===== src/rtl/fourlvl_leg_pkg.sv =====
package fourlvl_leg_pkg;

    localparam int LVL_W = 2;
    localparam int SW_N  = 6;
    localparam int ST_W  = 3;

    typedef enum logic [ST_W-1:0] {
        ST_L0  = 3'd0,
        ST_L1A = 3'd1,
        ST_L1B = 3'd2,
        ST_L2A = 3'd3,
        ST_L2B = 3'd4,
        ST_L3  = 3'd5
    } leg_state_e;

    // Gate patterns, bit 0 = S1 ... bit 5 = S6
    localparam logic [SW_N-1:0] PAT_L0  = 6'b111000;
    localparam logic [SW_N-1:0] PAT_L1A = 6'b011001;
    localparam logic [SW_N-1:0] PAT_L1B = 6'b101100;
    localparam logic [SW_N-1:0] PAT_L2A = 6'b001101;
    localparam logic [SW_N-1:0] PAT_L2B = 6'b100110;
    localparam logic [SW_N-1:0] PAT_L3  = 6'b000111;

    // Output level produced by a state, used by checking logic
    function automatic logic [LVL_W-1:0] state_level(input leg_state_e st);
        logic [LVL_W-1:0] lv;
        case (st)
            ST_L3:          lv = 2'd3;
            ST_L2A, ST_L2B: lv = 2'd2;
            ST_L1A, ST_L1B: lv = 2'd1;
            default:        lv = 2'd0;
        endcase
        return lv;
    endfunction

endpackage


===== src/rtl/leg_state_select.sv =====
module leg_state_select
    import fourlvl_leg_pkg::*;
(
    input  logic [LVL_W-1:0] level_req,
    input  logic             c_up_err_neg,
    input  logic             c_lo_err_neg,
    input  logic             cur_neg,
    input  logic             bal_en,
    output leg_state_e       next_state
);

    // Variant B is picked when error sign and current sign agree.
    logic up_use_b;
    logic lo_use_b;

    always_comb begin
        up_use_b = bal_en & ~(c_up_err_neg ^ cur_neg);
        lo_use_b = bal_en & ~(c_lo_err_neg ^ cur_neg);
    end

    always_comb begin
        next_state = ST_L0;
        unique case (level_req)
            2'd3: next_state = ST_L3;
            2'd2: next_state = up_use_b ? ST_L2B : ST_L2A;
            2'd1: next_state = lo_use_b ? ST_L1B : ST_L1A;
            2'd0: next_state = ST_L0;
            default: next_state = ST_L0;
        endcase
    end

endmodule


===== src/rtl/leg_gate_decode.sv =====
module leg_gate_decode
    import fourlvl_leg_pkg::*;
(
    input  leg_state_e      state,
    output logic [SW_N-1:0] gates
);

    always_comb begin
        gates = PAT_L0;
        unique case (state)
            ST_L0:   gates = PAT_L0;
            ST_L1A:  gates = PAT_L1A;
            ST_L1B:  gates = PAT_L1B;
            ST_L2A:  gates = PAT_L2A;
            ST_L2B:  gates = PAT_L2B;
            ST_L3:   gates = PAT_L3;
            default: gates = PAT_L0;
        endcase
    end

endmodule


===== src/rtl/fourlvl_leg_encoder.sv =====
module fourlvl_leg_encoder
    import fourlvl_leg_pkg::*;
(
    input  logic             clk,
    input  logic             rst_n,
    input  logic [LVL_W-1:0] level_req,
    input  logic             c_up_err_neg,
    input  logic             c_lo_err_neg,
    input  logic             cur_neg,
    input  logic             bal_en,
    output logic [SW_N-1:0]  gate_o,
    output logic [ST_W-1:0]  state_o
);

    leg_state_e      state_q;
    leg_state_e      state_d;
    logic [SW_N-1:0] gates_d;

    leg_state_select u_sel (
        .level_req    (level_req),
        .c_up_err_neg (c_up_err_neg),
        .c_lo_err_neg (c_lo_err_neg),
        .cur_neg      (cur_neg),
        .bal_en       (bal_en),
        .next_state   (state_d)
    );

    // State register
    always_ff @(posedge clk or negedge rst_n) begin
        if (!rst_n) state_q <= ST_L0;
        else        state_q <= state_d;
    end

    leg_gate_decode u_dec (
        .state (state_q),
        .gates (gates_d)
    );

    // Output process
    always_comb begin
        gate_o  = gates_d;
        state_o = state_q;
    end

    // Assertions
    AST_RESET_LEVEL0: assert property (@(posedge clk) !rst_n |=> (state_o == 3'd0 && gate_o == 6'b111000));
    AST_ONE_CYCLE_LEVEL: assert property (@(posedge clk) disable iff (!rst_n)
        1'b1 |=> (state_level(leg_state_e'(state_o)) == $past(level_req)));
    AST_THREE_GATES_ON: assert property (@(posedge clk) disable iff (!rst_n)
        $countones(gate_o) == 3);
    AST_BAL_OFF_UPPER_A: assert property (@(posedge clk) disable iff (!rst_n)
        (!bal_en && level_req == 2'd2) |=> state_o == 3'd3);
    AST_BAL_OFF_LOWER_A: assert property (@(posedge clk) disable iff (!rst_n)
        (!bal_en && level_req == 2'd1) |=> state_o == 3'd1);
    AST_UPPER_NEG_NEG_B: assert property (@(posedge clk) disable iff (!rst_n)
        (bal_en && level_req == 2'd2 && c_up_err_neg && cur_neg) |=> gate_o == 6'b100110);
    AST_UPPER_NEG_POS_A: assert property (@(posedge clk) disable iff (!rst_n)
        (bal_en && level_req == 2'd2 && c_up_err_neg && !cur_neg) |=> gate_o == 6'b001101);
    AST_LOWER_POS_NEG_A: assert property (@(posedge clk) disable iff (!rst_n)
        (bal_en && level_req == 2'd1 && !c_lo_err_neg && cur_neg) |=> gate_o == 6'b011001);
    AST_LOWER_POS_POS_B: assert property (@(posedge clk) disable iff (!rst_n)
        (bal_en && level_req == 2'd1 && !c_lo_err_neg && !cur_neg) |=> gate_o == 6'b101100);
    AST_OUTER_LEVEL3: assert property (@(posedge clk) disable iff (!rst_n)
        (level_req == 2'd3) |=> gate_o == 6'b000111);

endmodule


===== config.mk =====
export PLATFORM = sky130hd
export DESIGN_NAME = fourlvl_leg_encoder
export DESIGN_NICKNAME = d
export VERILOG_FILES = /design/src/rtl/fourlvl_leg_pkg.sv /design/src/rtl/leg_state_select.sv /design/src/rtl/leg_gate_decode.sv /design/src/rtl/fourlvl_leg_encoder.sv
export SDC_FILE = /design/constraint.sdc
export NUM_CORES = 1
export LEC_CHECK = 0
export ABC_AREA = 1
export ABC_CLOCK_PERIOD_IN_PS = 950
export BUFFER_PORTS_ARGS = -buffer_cell sky130_fd_sc_hd__buf_4
export CORE_AREA = 2 2 39 41
export CTS_CLUSTER_DIAMETER = 100
export DETAILED_ROUTE_END_ITERATION = 16
export DIE_AREA = 0 0 41 43
export HOLD_SLACK_MARGIN = 0.03
export MAX_ROUTING_LAYER = met4
export PLACE_DENSITY_LB_ADDON = 0.15
export SYNTH_ARGS = -nofsm -noshare
export SYNTH_HDL_FRONTEND = slang
export SYNTH_SLANG_ARGS = --single-unit

===== constraint.sdc =====
create_clock -name clk -period 0.95 [get_ports clk]
set_clock_uncertainty 0.15 [all_clocks]
set_input_delay 0.1425 -clock clk [delete_from_list [all_inputs] [get_ports clk]]
set_output_delay 0.1425 -clock clk [all_outputs]
set_load 0.1 [all_outputs]

# Word level (Yosys, flattened, before mapping)
# Index checks and enable logic that the tools add are counted.
# op_classes
eq_ne	8
mux	4
bitwise	6
n_reduce_logical	1
# op_table
cell	count
6-bit case mux with 5 select lines	1
3-bit case mux with 4 select lines	1
3-bit by 2-bit == test with 1-bit output, second input constant	2
3-bit == test, second input constant	2
2-bit == test, second input constant	2
3-bit by 1-bit == test with 1-bit output, second input constant	1
3-bit two-way mux	1
1-bit bitwise AND	2
2-bit by 1-bit == test with 1-bit output, second input constant	1
2-bit zero test	1
2-bit two-way mux	1
1-bit inverter	2
1-bit bitwise XOR	2
# totals
register_bits	3
in_bits	8
output_inout_bits	9
wordCells	20

# Logic depth before layout (Yosys ltp)
# depth
ltp_word	5
mapped_depth	5
depth_no_buf	5

# By module
# From an unflattened synthesis, not the netlist that was laid out.
# hier_totals
cells_unflattened	33
area_unflattened_um2	215.2
# modules_own_cells
module	instances	cells_per_inst	area_each_um2	seq_area_each_um2
leg_state_select	1	20	88.8	0.0
fourlvl_leg_encoder	1	3	75.1	75.1
leg_gate_decode	1	10	51.3	0.0

# Worst setup path before layout
# No wires, ideal clock.
# synth_path
path_kind	flip-flop to output port
from	reg state_q[1], in the netlist state_o[1]
to	out gate_o[2]
t_arrival_ns	3.731
t_required_ns	0.657
slack_ns	-3.074
path_stages_with_launch	4
n_path_buf	0
path_cell_list	dfrtp_1 > nor2_2 > nor2_1 > inv_1
# synth_between
elab_chain_cells	2
elab_cells_between_ends	6
cone_classes	5 x eq/ne; 1 x mux
# synth_rtl
item	line_no	source
from (decl)	fourlvl_leg_encoder.sv:15	leg_state_e state_q;
from (signal assigned)	fourlvl_leg_encoder.sv:31	else state_q <= state_d;
3-bit == test (tied with other cells)	leg_gate_decode.sv:10	unique case (state)
6-bit case mux with 5 select lines *	leg_gate_decode.sv:10	
to (decl)	fourlvl_leg_encoder.sv:11	output logic [SW_N-1:0] gate_o,
# Mark *: on every way between the ends. The rest lies on a longest branch, timed or not.

# Worst setup path in the final report
# Same ends and word-level chain as after synthesis.

==> metrics.txt <==
# TYPE chip_impl_metric gauge
chip_impl_info{name="run_status",value="finished with violations"} 1
chip_impl_info{name="failed_checks",value="negative setup slack"} 1
chip_impl_metric{name="synth.distinct_cells",unit=""} 9
chip_impl_metric{name="power_frac_clock",unit="%"} 23.7
chip_impl_metric{name="combinationalPowerShare",unit="%"} 58.7
chip_impl_metric{name="preCtsSetupSlack",unit="ps"} -438.0
chip_impl_metric{name="period_needed",unit="ps"} 1554
chip_impl_info{name="critPathMostFrequentCell",value="nor2_4"} 1
chip_impl_metric{name="largest_register_ffs",unit=""} 3
chip_impl_metric{name="cp.arrival",unit="ps"} 1260
chip_impl_info{name="hold_path_class",value="in2reg"} 1
chip_impl_metric{name="grt_pass1_wl",unit="µm"} 828
chip_impl_metric{name="path_depth",unit=""} 5
chip_impl_metric{name="cts_made_buffers",unit=""} 3
chip_impl_metric{name="route.final.wire_length",unit="µm"} 503
chip_impl_info{name="cell_taking_the_most_area_after_synthesis",value="dfrtp_1"} 1
chip_impl_metric{name="antenna_left",unit=""} 0
chip_impl_metric{name="drt_pass1_iterations",unit=""} 2
chip_impl_metric{name="total_routing_usage_gr",unit="%"} 7.724
chip_impl_metric{name="post_synth_inst_count",unit=""} 32
chip_impl_metric{name="final_net_count",unit=""} 65
chip_impl_metric{name="final_layout_size_suffix_gt1_share",unit="%"} 62.50
chip_impl_info{name="synth_ff_type",value="dfrtp_1"} 1
chip_impl_metric{name="first_global_vias",unit=""} 258
chip_impl_info{name="synth_commonest_cells",value="inv_1 (11), nand2_1 (7), dfrtp_1 (3), nor2_1 (3)"} 1
chip_impl_metric{name="clock-sinks",unit=""} 3
chip_impl_metric{name="grt.met1_usage",unit="%"} 5.484
chip_impl_info{name="critical-path-slowest-cell",value="dfrtp_4"} 1
chip_impl_info{name="yosysMostFrequentCell",value="inv_1"} 1
chip_impl_metric{name="internal_power",unit="µW"} 490.7
chip_impl_metric{name="routed_wire_length_per_instance",unit="µm"} 6.986
chip_impl_metric{name="yosysTopAreaCellShare",unit="%"} 37.27
chip_impl_info{name="worstSetupStartpointType",value="flip-flop"} 1
chip_impl_metric{name="finalHoldViolCount",unit=""} 0
chip_impl_metric{name="path_clk_slew",unit="ps"} 40
chip_impl_metric{name="post-route-drc-count",unit=""} 0
chip_impl_metric{name="post_synthesis_register_bit_count",unit=""} 3
chip_impl_metric{name="antenna_found_initial",unit=""} 0
chip_impl_metric{name="floorplan.rows",unit=""} 14
chip_impl_metric{name="cp.buffers_inverters",unit=""} 3
chip_impl_metric{name="place_hpwl",unit="µm"} 423.3
chip_impl_metric{name="numPortBuffers",unit=""} 16
chip_impl_metric{name="ant_cells",unit=""} 0
chip_impl_metric{name="crit_path_max_fanout",unit=""} 3
chip_impl_metric{name="layout-area-overhead-vs-synth",unit="%"} 173.3
chip_impl_metric{name="met2_track_demand_over_resource_in_global_routing",unit="%"} 12.50
chip_impl_metric{name="max_stage_delay",unit="ps"} 500
chip_impl_metric{name="hold-path-cell-count",unit=""} 3
chip_impl_info{name="path_cells",value="inv_4, nor2_4, nor2_4, clkinvlp_4, buf_12"} 1
chip_impl_metric{name="slew-limit-headroom",unit="%"} 86.68
chip_impl_metric{name="power.sequential.fraction",unit="%"} 17.6
chip_impl_metric{name="cts_max_level",unit=""} 1
chip_impl_metric{name="synthesized_nets",unit=""} 40
chip_impl_metric{name="power.net_switching",unit="µW"} 440.5
chip_impl_metric{name="detailroute.via_count",unit=""} 274
chip_impl_info{name="ys_top_cells_by_area",value="dfrtp_1 (37%), inv_1 (20%), nand2_1 (13%)"} 1
chip_impl_info{name="tritoncts",value="done"} 1
chip_impl_metric{name="timing.final.crit_share",unit="%"} 163.5
chip_impl_metric{name="drt_first_iter_violations",unit=""} 1
chip_impl_metric{name="synth_seq_area_share",unit="%"} 37.27
chip_impl_info{name="worstSetupPathType",value="reg2out"} 1
chip_impl_metric{name="floorplan.die.width",unit="µm"} 41
chip_impl_metric{name="initial_core_util",unit="%"} 14.56
chip_impl_metric{name="synth_enable_flop_cells",unit=""} 0
chip_impl_metric{name="io_pins",unit=""} 17
chip_impl_metric{name="die_height",unit="µm"} 43
chip_impl_metric{name="cp_data_required_time",unit="ps"} 660
chip_impl_metric{name="core_area",unit="µm²"} 1384
chip_impl_info{name="cts-root-buf",value="clkbuf_4"} 1
chip_impl_metric{name="cts_hold_buffers",unit=""} 1
chip_impl_metric{name="synth_area_per_inst",unit="µm²"} 6.295
chip_impl_metric{name="fmaxAchievable",unit="MHz"} 643.6
chip_impl_metric{name="total_standard_cell_area_after_synthesis",unit="µm²"} 201.4
chip_impl_metric{name="synth_warnings",unit=""} 0
chip_impl_metric{name="setup_viol",unit=""} 9
chip_impl_metric{name="peakVddDrop",unit="mV"} 0.4834
chip_impl_metric{name="die_area",unit="µm²"} 1763
chip_impl_info{name="setup_repair_after_global_routing_missed_its_margin",value="yes"} 1
chip_impl_metric{name="leakage_power",unit="µW"} 0.0002601
chip_impl_metric{name="synth-async-reset-ratio",unit="%"} 100.0
chip_impl_metric{name="tightest_slew",unit="ps"} 199.1
chip_impl_metric{name="vias_per_cell",unit=""} 3.806
chip_impl_info{name="worst_setup_path_end_kind",value="output pin"} 1
chip_impl_metric{name="gr-usage-met3",unit="%"} 1.571
chip_impl_metric{name="p_per_area",unit="nW/µm²"} 1691
chip_impl_metric{name="final-instance-count-excl-fill",unit=""} 72
chip_impl_metric{name="grt_max_degree",unit=""} 4
chip_impl_metric{name="final.fill_count",unit=""} 149
chip_impl_metric{name="sw_share",unit="%"} 47.30
chip_impl_info{name="timing.critical_path.max_delay_family",value="flip-flops"} 1
chip_impl_metric{name="final_max_slew_viol_count",unit=""} 0
chip_impl_metric{name="dp.cells",unit=""} 64
chip_impl_metric{name="grt.overflow.total",unit=""} 0
chip_impl_info{name="grt_most_used_layer",value="met2"} 1
chip_impl_metric{name="cts_max_path_buffers",unit=""} 2
chip_impl_metric{name="final.setup.worst_slack",unit="ps"} -603.7
chip_impl_metric{name="max_cap_viol_count",unit=""} 0
chip_impl_metric{name="place.gp.congestion",unit=""} 0.5867
tightest hold or removal path, delay by kind of cell:
| kind | cells | cell delay, ps |
|---|---|---|
| and+or+nand+nor | 2 | 120 |
| buffers and inverters | 1 | 90 |
power groups by stage:
| stage | clock network [µW] | registers [µW] | logic [µW] |
|---|---|---|---|
| after floorplan | 0 | 237 | 264 |
| after global placement | 0 | 161 | 437 |
| after detailed placement | 0 | 161 | 435 |
| after CTS | 237 | 161 | 533 |
| after global routing | 236 | 166 | 568 |
| final | 220 | 164 | 547 |
stage by stage:
stage	cell area [µm²]	TNS [ps]	total power [µW]	util [%]	hold slack (ps)
finish	550.5	-4268	931.2	39.78	1.432
global route	550.5	-4558	970.2	39.78	15.40
CTS	531.8	-4283	931.3	38.43	-9.860
detailed placement	386.6	-2293	595.8	27.94	-217.5
global placement	386.6	-2256	597.6	27.94	-214.3
floorplan	246.5	-6148	501.6	-	-303.1
repair_timing:
action                                  in CTS  in global routing
buffers inserted                             3                  0
pin swaps                                    1                  1
endpoints found under the setup margin       9                  9
endpoints found under the hold margin        6                  1
resized for setup                           22                  5
final cells by class:
type / count / area [µm²] / share of cell area, %
clock buffers: 4 / 26.28 / 4.773
inverters: 11 / 53.80 / 9.773
multi-input cells: 18 / 116.4 / 21.14
flip-flops and latches: 3 / 86.33 / 15.68
well taps: 16 / 20.02 / 3.636
repair buffers: 20 / 247.7 / 45.00
kinds of logic after synthesis:
family          count (synthesis)  synth area share (%)
simple gates                   15                 34.78
flops                           3                 37.27
buf+inv                        11                 20.50
compound gates                  3                 7.451
worst paths after layout:
check / end / from / slack [ps]
min in group asynchronous: state_o[1] / rst_n / 100
max in group asynchronous: state_o[0] / rst_n / 440
max: gate_o[2] / state_o[1] / -600
min: state_o[0] / level_req[0] / 1
metal layers:
metal / vias up / wire length [µm]
met5: - / 0
met4: 0 / 0
met1: 120 / 152
met2: 15 / 308
li1: 139 / -
met3: 0 / 42
cells in the final DEF (no fill, tap or decap), drive strengths merged:
| cell type | instances |
|---|---|
| a21oi | 1 |
| buf | 19 |
| clkbuf | 4 |
| clkinvlp | 2 |
| dfrtp | 3 |
| dlygate4sd3 | 1 |
| inv | 9 |
| nand2 | 7 |
| nand3 | 3 |
| nor2 | 5 |
| o21ai | 2 |
No activity file was read; power rests on OpenSTA's default activity.
